`src/rtl/hsb_pkg.sv`:
```
package hsb_pkg;
    localparam int REG_BITS   = 32;
    localparam int IDX_W      = 5;
    localparam int MOD_DEPTH  = 2;
    localparam int BLK_DEPTH  = 3;
    localparam int JMP_BIT    = 16;
    localparam int MEMWR_BIT  = 20;
    localparam int MULOV_BIT  = 23;
    localparam int NCAUSE     = 8;
    localparam int AMT_W      = 3;
    localparam int STALL_W    = 5;
    localparam int LINE_SHIFT = 5;
    localparam int SEL_W      = $clog2(NCAUSE);

    typedef logic [REG_BITS-1:0] regmask_t;

    typedef enum logic [SEL_W-1:0] {
        C_BLKDST  = 3'd0,
        C_MEMSRC  = 3'd1,
        C_MEMRAW  = 3'd2,
        C_JMPSRC  = 3'd3,
        C_JMPTGT  = 3'd4,
        C_BLKSRC  = 3'd5,
        C_BLKADDR = 3'd6,
        C_MUL     = 3'd7
    } cause_e;

    typedef struct packed {
        logic             src_vld;
        logic [IDX_W-1:0] src_idx;
        logic             din_vld;
        logic [IDX_W-1:0] din_idx;
        logic             dout_vld;
        logic [IDX_W-1:0] dout_idx;
        logic             mem_op;
        logic             mem_rd;
        logic             mem_wr;
        logic             jmp;
        logic             jmp_reg;
        logic             imm16;
        logic             imm32;
        logic             mul;
        logic             blk_ld;
        logic             blk_st;
        logic [3:0]       blk_last;
        logic [31:0]      blk_addr;
        logic [3:0]       pc_hw;
    } insn_t;

    function automatic regmask_t low_mask(input logic [3:0] last);
        regmask_t m = '0;
        for (int i = 0; i < 16; i++)
            if (i <= int'(last)) m[i] = 1'b1;
        return m;
    endfunction

    function automatic logic [AMT_W-1:0] age_cost(input regmask_t a1, input regmask_t a2,
                                                  input regmask_t a3, input logic [IDX_W-1:0] r);
        if (a1[r])      return 3'd3;
        else if (a2[r]) return 3'd2;
        else if (a3[r]) return 3'd1;
        return 3'd0;
    endfunction
endpackage

```
`src/rtl/hsb_history.sv`:
```
module hsb_history #(
    parameter int W = 32,
    parameter int D = 3
) (
    input  logic                clk,
    input  logic                rst,
    input  logic                shift,
    input  logic [W-1:0]        din,
    output logic [D-1:0][W-1:0] q
);
    genvar g;
    generate
        for (g = 0; g < D; g++) begin : g_stage
            always_ff @(posedge clk) begin
                if (rst)        q[g] <= '0;
                else if (shift) q[g] <= (g == 0) ? din : q[(g == 0) ? 0 : g-1];
            end
        end
    endgenerate
endmodule

```
`src/rtl/hsb_hazard_eval.sv`:
```
module hsb_hazard_eval
    import hsb_pkg::*;
(
    input  insn_t                              d,
    input  logic [MOD_DEPTH-1:0][REG_BITS-1:0] mh,
    input  logic [BLK_DEPTH-1:0][REG_BITS-1:0] bh,
    output logic [NCAUSE-1:0][AMT_W-1:0]       amt,
    output logic [STALL_W-1:0]                 total,
    output regmask_t                           wmask,
    output regmask_t                           bmask
);
    regmask_t   lm;
    logic [1:0] crossed;

    always_comb begin
        lm      = low_mask(d.blk_last);
        crossed = 2'((d.blk_addr + {26'd0, d.blk_last, 2'b00} + 32'd3) >> LINE_SHIFT)
                - 2'(d.blk_addr >> LINE_SHIFT);
        amt = '0;
        amt[C_BLKDST] = (d.src_vld ? age_cost(bh[0], bh[1], bh[2], d.src_idx) : 3'd0)
                      + (d.din_vld ? age_cost(bh[0], bh[1], bh[2], d.din_idx) : 3'd0);
        if (d.mem_op && mh[0][d.src_idx])             amt[C_MEMSRC] = 3'd1;
        if (d.mem_rd && (mh[0][MEMWR_BIT] || mh[1][MEMWR_BIT]))
                                                      amt[C_MEMRAW] = 3'd2;
        if (d.jmp_reg) begin
            if (mh[0][d.src_idx])                     amt[C_JMPSRC] = 3'd2;
            else if (mh[1][d.src_idx])                amt[C_JMPSRC] = 3'd1;
        end
        if (mh[0][JMP_BIT] && ((d.imm16 && d.pc_hw == 4'b1111) ||
                               (d.imm32 && d.pc_hw == 4'b1110)))
                                                      amt[C_JMPTGT] = 3'd1;
        if (d.blk_st) begin
            if ((mh[0] & lm) != '0)                   amt[C_BLKSRC] = 3'd2;
            else if ((mh[1] & lm) != '0)              amt[C_BLKSRC] = 3'd1;
        end
        if (d.blk_st || d.blk_ld)                     amt[C_BLKADDR] = {1'b0, crossed};
        if (d.mul && (mh[0][d.src_idx] || mh[0][d.din_idx]))
                                                      amt[C_MUL] = 3'd1;
    end

    always_comb begin
        total = '0;
        for (int c = 0; c < NCAUSE; c++) total = total + STALL_W'(amt[c]);
    end

    always_comb begin
        wmask = '0;
        if (d.dout_vld && int'(d.dout_idx) != JMP_BIT && int'(d.dout_idx) != MEMWR_BIT)
            wmask[d.dout_idx] = 1'b1;
        if (d.jmp || d.jmp_reg) wmask[JMP_BIT]   = 1'b1;
        if (d.mem_wr)           wmask[MEMWR_BIT] = 1'b1;
        if (d.mul)              wmask[MULOV_BIT] = 1'b1;
        if (d.blk_ld)           wmask = wmask | lm;
        bmask = d.blk_ld ? lm : '0;
    end
endmodule

```
`src/rtl/hsb_cause_ctr.sv`:
```
module hsb_cause_ctr #(
    parameter int N     = 8,
    parameter int CNT_W = 32,
    parameter int AMT_W = 3,
    parameter int SEL_W = 3
) (
    input  logic                      clk,
    input  logic                      rst,
    input  logic                      clr,
    input  logic                      add_en,
    input  logic [N-1:0][AMT_W-1:0]   amt,
    input  logic [SEL_W-1:0]          sel,
    output logic [CNT_W-1:0]          rd
);
    localparam logic [CNT_W-1:0] MAXV = '1;
    logic [N-1:0][CNT_W-1:0] cnt_q;

    genvar g;
    generate
        for (g = 0; g < N; g++) begin : g_ctr
            logic [CNT_W:0] sum;
            assign sum = {1'b0, cnt_q[g]} + {{(CNT_W+1-AMT_W){1'b0}}, amt[g]};
            always_ff @(posedge clk) begin
                if (rst || clr)  cnt_q[g] <= '0;
                else if (add_en) cnt_q[g] <= sum[CNT_W] ? MAXV : sum[CNT_W-1:0];
            end

            assert_sat_hold_R13: assert property (@(posedge clk) disable iff (rst)
                (!clr && cnt_q[g] == MAXV) |=> cnt_q[g] == MAXV);
            assert_clear_R13: assert property (@(posedge clk) disable iff (rst)
                clr |=> cnt_q[g] == '0);
        end
    endgenerate

    assign rd = cnt_q[sel];
endmodule

```
`src/rtl/hazard_stall_sb.sv`:
```
module hazard_stall_sb
    import hsb_pkg::*;
#(
    parameter int CNT_W = 32
) (
    input  logic             clk,
    input  logic             rst,
    input  logic             cnt_clr,
    input  logic             in_valid,
    output logic             in_ready,
    input  logic             src_vld,
    input  logic [4:0]       src_idx,
    input  logic             din_vld,
    input  logic [4:0]       din_idx,
    input  logic             dout_vld,
    input  logic [4:0]       dout_idx,
    input  logic             mem_op,
    input  logic             mem_rd,
    input  logic             mem_wr,
    input  logic             jmp,
    input  logic             jmp_reg,
    input  logic             imm16,
    input  logic             imm32,
    input  logic             mul,
    input  logic             blk_ld,
    input  logic             blk_st,
    input  logic [3:0]       blk_last,
    input  logic [31:0]      blk_addr,
    input  logic [3:0]       pc_hw,
    output logic [4:0]       stall_cnt,
    input  logic [2:0]       cnt_sel,
    output logic [CNT_W-1:0] cnt_data
);
    insn_t                              d;
    logic [MOD_DEPTH-1:0][REG_BITS-1:0] mhist;
    logic [BLK_DEPTH-1:0][REG_BITS-1:0] bhist;
    logic [NCAUSE-1:0][AMT_W-1:0]       amt;
    logic [STALL_W-1:0]                 stall_now, rem_q, stall_q;
    regmask_t                           wmask, bmask, pend_w, pend_b, push_w, push_b;
    logic                               busy_q, accept, shift;

    assign d = '{src_vld: src_vld, src_idx: src_idx, din_vld: din_vld, din_idx: din_idx,
                 dout_vld: dout_vld, dout_idx: dout_idx, mem_op: mem_op, mem_rd: mem_rd,
                 mem_wr: mem_wr, jmp: jmp, jmp_reg: jmp_reg, imm16: imm16, imm32: imm32,
                 mul: mul, blk_ld: blk_ld, blk_st: blk_st, blk_last: blk_last,
                 blk_addr: blk_addr, pc_hw: pc_hw};

    hsb_hazard_eval u_eval (
        .d(d), .mh(mhist), .bh(bhist), .amt(amt), .total(stall_now),
        .wmask(wmask), .bmask(bmask)
    );

    assign in_ready = !busy_q;
    assign accept   = in_valid && !busy_q;
    assign shift    = accept || busy_q;

    always_comb begin
        push_w = '0;
        push_b = '0;
        if (accept && stall_now == '0) begin
            push_w = wmask;
            push_b = bmask;
        end else if (busy_q && rem_q == '0) begin
            push_w = pend_w;
            push_b = pend_b;
        end
    end

    hsb_history #(.W(REG_BITS), .D(MOD_DEPTH)) u_mod_hist (
        .clk(clk), .rst(rst), .shift(shift), .din(push_w), .q(mhist)
    );
    hsb_history #(.W(REG_BITS), .D(BLK_DEPTH)) u_blk_hist (
        .clk(clk), .rst(rst), .shift(shift), .din(push_b), .q(bhist)
    );

    always_ff @(posedge clk) begin
        if (rst) begin
            busy_q  <= 1'b0;
            rem_q   <= '0;
            stall_q <= '0;
            pend_w  <= '0;
            pend_b  <= '0;
        end else if (accept) begin
            stall_q <= stall_now;
            if (stall_now != '0) begin
                busy_q <= 1'b1;
                rem_q  <= stall_now - 1'b1;
                pend_w <= wmask;
                pend_b <= bmask;
            end
        end else if (busy_q) begin
            if (rem_q == '0) busy_q <= 1'b0;
            else             rem_q  <= rem_q - 1'b1;
        end
    end

    assign stall_cnt = stall_q;

    hsb_cause_ctr #(.N(NCAUSE), .CNT_W(CNT_W), .AMT_W(AMT_W), .SEL_W(SEL_W)) u_ctr (
        .clk(clk), .rst(rst), .clr(cnt_clr), .add_en(accept), .amt(amt),
        .sel(cnt_sel), .rd(cnt_data)
    );

    assert_ready_drop_R12: assert property (@(posedge clk) disable iff (rst)
        (accept && stall_now != '0) |=> !in_ready);
    assert_ready_hold_R12: assert property (@(posedge clk) disable iff (rst)
        (accept && stall_now == '0) |=> in_ready);
    assert_ready_return_R12: assert property (@(posedge clk) disable iff (rst)
        (busy_q && rem_q == '0) |=> in_ready);
    assert_zero_fill_R3: assert property (@(posedge clk) disable iff (rst)
        (busy_q && rem_q != '0) |=> (mhist[0] == '0 && bhist[0] == '0));
    assert_no_jmp_mark_R11: assert property (@(posedge clk) disable iff (rst)
        (accept && stall_now == '0 && !jmp && !jmp_reg) |=> !mhist[0][JMP_BIT]);
    assert_no_wr_mark_R11: assert property (@(posedge clk) disable iff (rst)
        (accept && stall_now == '0 && !mem_wr) |=> !mhist[0][MEMWR_BIT]);
    assert_mul_mark_R10: assert property (@(posedge clk) disable iff (rst)
        (accept && stall_now == '0 && mul) |=> mhist[0][MULOV_BIT]);
endmodule

```
`config.mk`:
```
export PLATFORM = sky130hd
export DESIGN_NAME = hazard_stall_sb
export DESIGN_NICKNAME = d
export VERILOG_FILES = /design/src/rtl/hsb_pkg.sv /design/src/rtl/hsb_history.sv /design/src/rtl/hsb_hazard_eval.sv /design/src/rtl/hsb_cause_ctr.sv /design/src/rtl/hazard_stall_sb.sv
export SDC_FILE = /design/constraint.sdc
export NUM_CORES = 1
export LEC_CHECK = 0
export ABC_AREA = 1
export BUFFER_PORTS_ARGS = -buffer_cell sky130_fd_sc_hd__buf_4
export CAP_MARGIN = 5
export CELL_PAD_IN_SITES_DETAIL_PLACEMENT = 1
export CELL_PAD_IN_SITES_GLOBAL_PLACEMENT = 1
export CORE_MARGIN = 10
export CORE_UTILIZATION = 42
export CTS_BUF_LIST = sky130_fd_sc_hd__clkbuf_16
export DETAILED_ROUTE_END_ITERATION = 8
export PLACE_DENSITY_LB_ADDON = 0.1
export SLEW_MARGIN = 15
export SYNTH_ARGS = -nofsm -noshare
export SYNTH_HDL_FRONTEND = slang
export SYNTH_SLANG_ARGS = --single-unit
```
`constraint.sdc`:
```
create_clock -name clk -period 9.4 [get_ports clk]
set_input_delay 0.47 -clock clk [delete_from_list [all_inputs] [get_ports clk]]
set_output_delay 0.47 -clock clk [all_outputs]
set_load 0.01 [all_outputs]
```
==> impl_metrics.tcl <==
set metrics [dict create \
    yosysWarnings 0 \
    syn_area_um2 26000 \
    relSlewSlack_pct 26.2 \
    overflow 0 \
    vdd_ir_drop_max_mv 0.145 \
    period_needed_ns 7.25 \
    path_class "input port to flip-flop" \
    setup_viol 0 \
    vias 27318 \
    drt-initial-drc-count 1947 \
    die_y_um 269 \
    dieArea_um2 72300 \
    netlist.area_leader.share_pct 32.9 \
    synth.avg_cell_area_um2 6.36 \
    clock_skew_ns 0.0146 \
    powerDensity_nw_per_um2 209 \
    clk_latency_ns 0.62 \
    htree_num_levels 2 \
    yosysUniqueCellTypes 49 \
    drc_errors 0 \
    synthCells 4091 \
    tns_ns 0 \
    synthTopCellsByArea "dfxtp_1, nand2_1, inv_1" \
    cts_resized 0 \
    drt-wirelength-per-cell_um 20.5 \
    finalMaxSlewViolations 0 \
    io-pin-count 113 \
    grt_max_degree 82 \
    final_antenna_net_count 0 \
    hpwl_um 71900 \
    area_growth_syn_to_layout_pct 10.2 \
    antenna_found_initial 0 \
    grt_pass1_wl_um 155000 \
    clk_pin_slew_ns 0.06 \
    rsz0062_at_grt "false" \
    firstDrtPassIters 5 \
    synthFlopType "dfxtp_1" \
    drt-total-wl_um 100000 \
    finalHoldViolCount 0 \
    comb_power_share_pct 30.5 \
    cp_data_arrival_time_ns 7.73 \
    viasPerCell 5.58 \
    switching_share_pct 38.7 \
    switching_power_uw 2320 \
    track_usage_pct 27.3 \
    p_int_uw 3670 \
    post-cts-setup-buffer-count 0 \
    fill_cells 8287 \
    hold_buffers 0 \
    start_kind "input port" \
    ctsLongestPathBuffers 3 \
    cap_violations 0 \
    antenna_cells 0 \
    hold_slack_ns 0.121 \
    tritoncts "done" \
    port_buffers 86 \
    ys_ff_latch 427 \
    period_share_pct 77.2 \
    gp_congestion 0.905 \
    fin_nets 4184 \
    tightest_slew_ns 1.11 \
    ys_seq_area_share_pct 32.9 \
    synth-async-reset-ratio_pct 0 \
    synth_enable_flop_cells 0 \
    die-width_um 269 \
    critPathMaxFanout 40 \
    rows 91 \
    status "complete, no violations" \
    p_clk_share_pct 32.5 \
    fmax_mhz 138 \
    synth_top_area_cell "dfxtp_1" \
    power_leakage_uw 0.0116 \
    end_kind "flip-flop" \
    cts_buffers 53 \
    grt_pass1_vias 27156 \
    seq_power_share_pct 37.0 \
    core_um2 61500 \
    start_util_pct 42.3 \
    ctsRootBufferMaster "clkbuf_16" \
    synth_nets 4210 \
    cts_sinks 427 \
    critPathRequiredTime_ns 9.88 \
    drive_gt1_share_pct 5.79 \
    min_path_type "input port to flip-flop" \
]
-- layout make-up --
cell class / instances / area (um2) / share of cell area, %
Clock inverter: 43 / 226 / 0.790
Timing Repair Buffer: 109 / 818 / 2.85
Inverter: 529 / 1990 / 6.95
Multi-Input combinational cell: 2945 / 14700 / 51.3
Sequential cell: 427 / 8550 / 29.8
Tap cell: 790 / 988 / 3.45
Clock buffer: 55 / 1380 / 4.80
-- synth_stat cells (9+ instances only) --
cell type  number
a21oi_1       321
a221oi_1        9
a31oi_1        47
buf_1          20
buf_2          38
clkbuf_1      126
dfxtp_1       427
fa_1           11
ha_1           33
inv_1         520
nand2_1       958
nand3_1       339
nand3_2         9
nand4_1        71
nor2_1        392
nor2_2         17
nor3_1         71
o211ai_1       79
o21ai_0       332
o22ai_1        56
xnor2_1        37
xor2_1         93
-- state kept, by name, summed over array words and instances, names as in the netlist --
signal and count:
u_ctr.cnt_q 256, u_mod_hist.q 64, u_blk_hist.q 48, pend_w 32, pend_b 16, rem_q 5, stall_cnt 5, busy_q 1
-- cells by family (layout without fill, tap and decap cells) --
group                    Yosys count  count (layout)  synth area share, %
multiplexers                       2               2               0.0770
buffers and inverters            719             736                 10.7
XOR/XNOR                         130             130                 4.38
flip-flops                       427             427                 32.9
adder cells (fa/ha/maj)           44              44                 2.43
AND/OR/NAND/NOR                 1910            1910                 31.5
AO/OA/AOI/OAI                    859             859                 18.0
-- worst max-delay path, stage by stage --
cell and delay [ns]:
buf_4 0.31, clkinv_1 0.70, a21oi_1 0.39, o21ai_0 0.14
nand3_1 0.10, nand3_1 0.10, nand2_1 0.09, nor2_1 0.05
nor2_1 0.09, ha_1 0.19, fa_1 0.59, ha_1 0.39
fa_1 0.51, fa_1 0.53, fa_1 0.53, ha_1 0.25
fa_1 0.50, nor3_1 0.32, nand3_2 0.64, o211ai_1 0.71
nand2_1 0.10
-- path summary, 6_finish.rpt --
check,startpoint,end,slack (ns),cells after the start
setup / recovery,din_idx[1],u_blk_hist.q[14]$_SDFFE_PP0P_,2.15,21
hold / removal,mem_wr,u_mod_hist.q[20]$_SDFFE_PP0P_,0.12,3
setup reg to reg,u_blk_hist.q[9]$_SDFFE_PP0P_,u_blk_hist.q[14]$_SDFFE_PP0P_,2.64,20
hold reg to reg,pend_w[31]$_SDFFE_PP0P_,pend_w[31]$_SDFFE_PP0P_,0.45,2
-- per-layer routing --
layer	GRT usage, %	routed length, um
met5	0	0
met4	9.06	3060
met3	4.88	6360
met2	42.7	43600
met1	37.5	47300
-- cells in the final DEF (no fill, tap or decap), types with 2 or more instances in the layout --
master	Yosys	final
or2_2	6	6
inv_2	5	4
nand2_2	8	8
nand3_1	339	338
nor3_2	4	4
fa_1	11	11
a221oi_1	9	9
nor2_2	17	16
nor3_1	71	71
nor3_4	3	3
clkinv_1	4	23
nand3b_1	5	5
dfxtp_1	427	427
nor4_1	8	8
and2_1	3	3
clkbuf_16	0	55
inv_1	520	536
nand4_2	2	2
mux2i_1	2	2
nand4_1	71	71
o21ai_1	7	7
clkinv_2	0	3
or2_0	3	3
a211oi_1	2	2
o22ai_1	56	56
o211ai_1	79	79
inv_6	0	2
nor2_1	392	390
a21oi_1	321	321
nor2_4	6	9
bufinv_16	0	2
buf_4	2	109
a22o_1	2	2
o21ai_0	332	332
a31oi_1	47	47
nand2_1	958	957
ha_1	33	33
xnor2_1	37	37
xor2_1	93	93
nand3_2	9	10
-- through the flow --
step	power [uW]	util (%)	std cells	area (um2)	worst slack (ns)
final	5980	46.6	4898	28700	2.15
after global routing	6340	46.6	4898	28700	1.69
after floorplan	3410	-	4091	26000	3.51
after detailed placement	4030	44.0	4800	27100	1.59
after global placement	3960	44.0	4800	27100	1.87
after CTS	5990	46.6	4898	28700	2.23
-- power groups by stage --
stage	combinational (uW)	sequential, uW	clock, uW
6_report	1820	2210	1950
3_3_place_gp	1730	2230	0
5_1_grt	2050	2230	2050
2_1_floorplan	1250	2160	0
3_5_place_dp	1790	2240	0
4_1_cts	1810	2200	1980
Power figures use the tool's default switching activity.
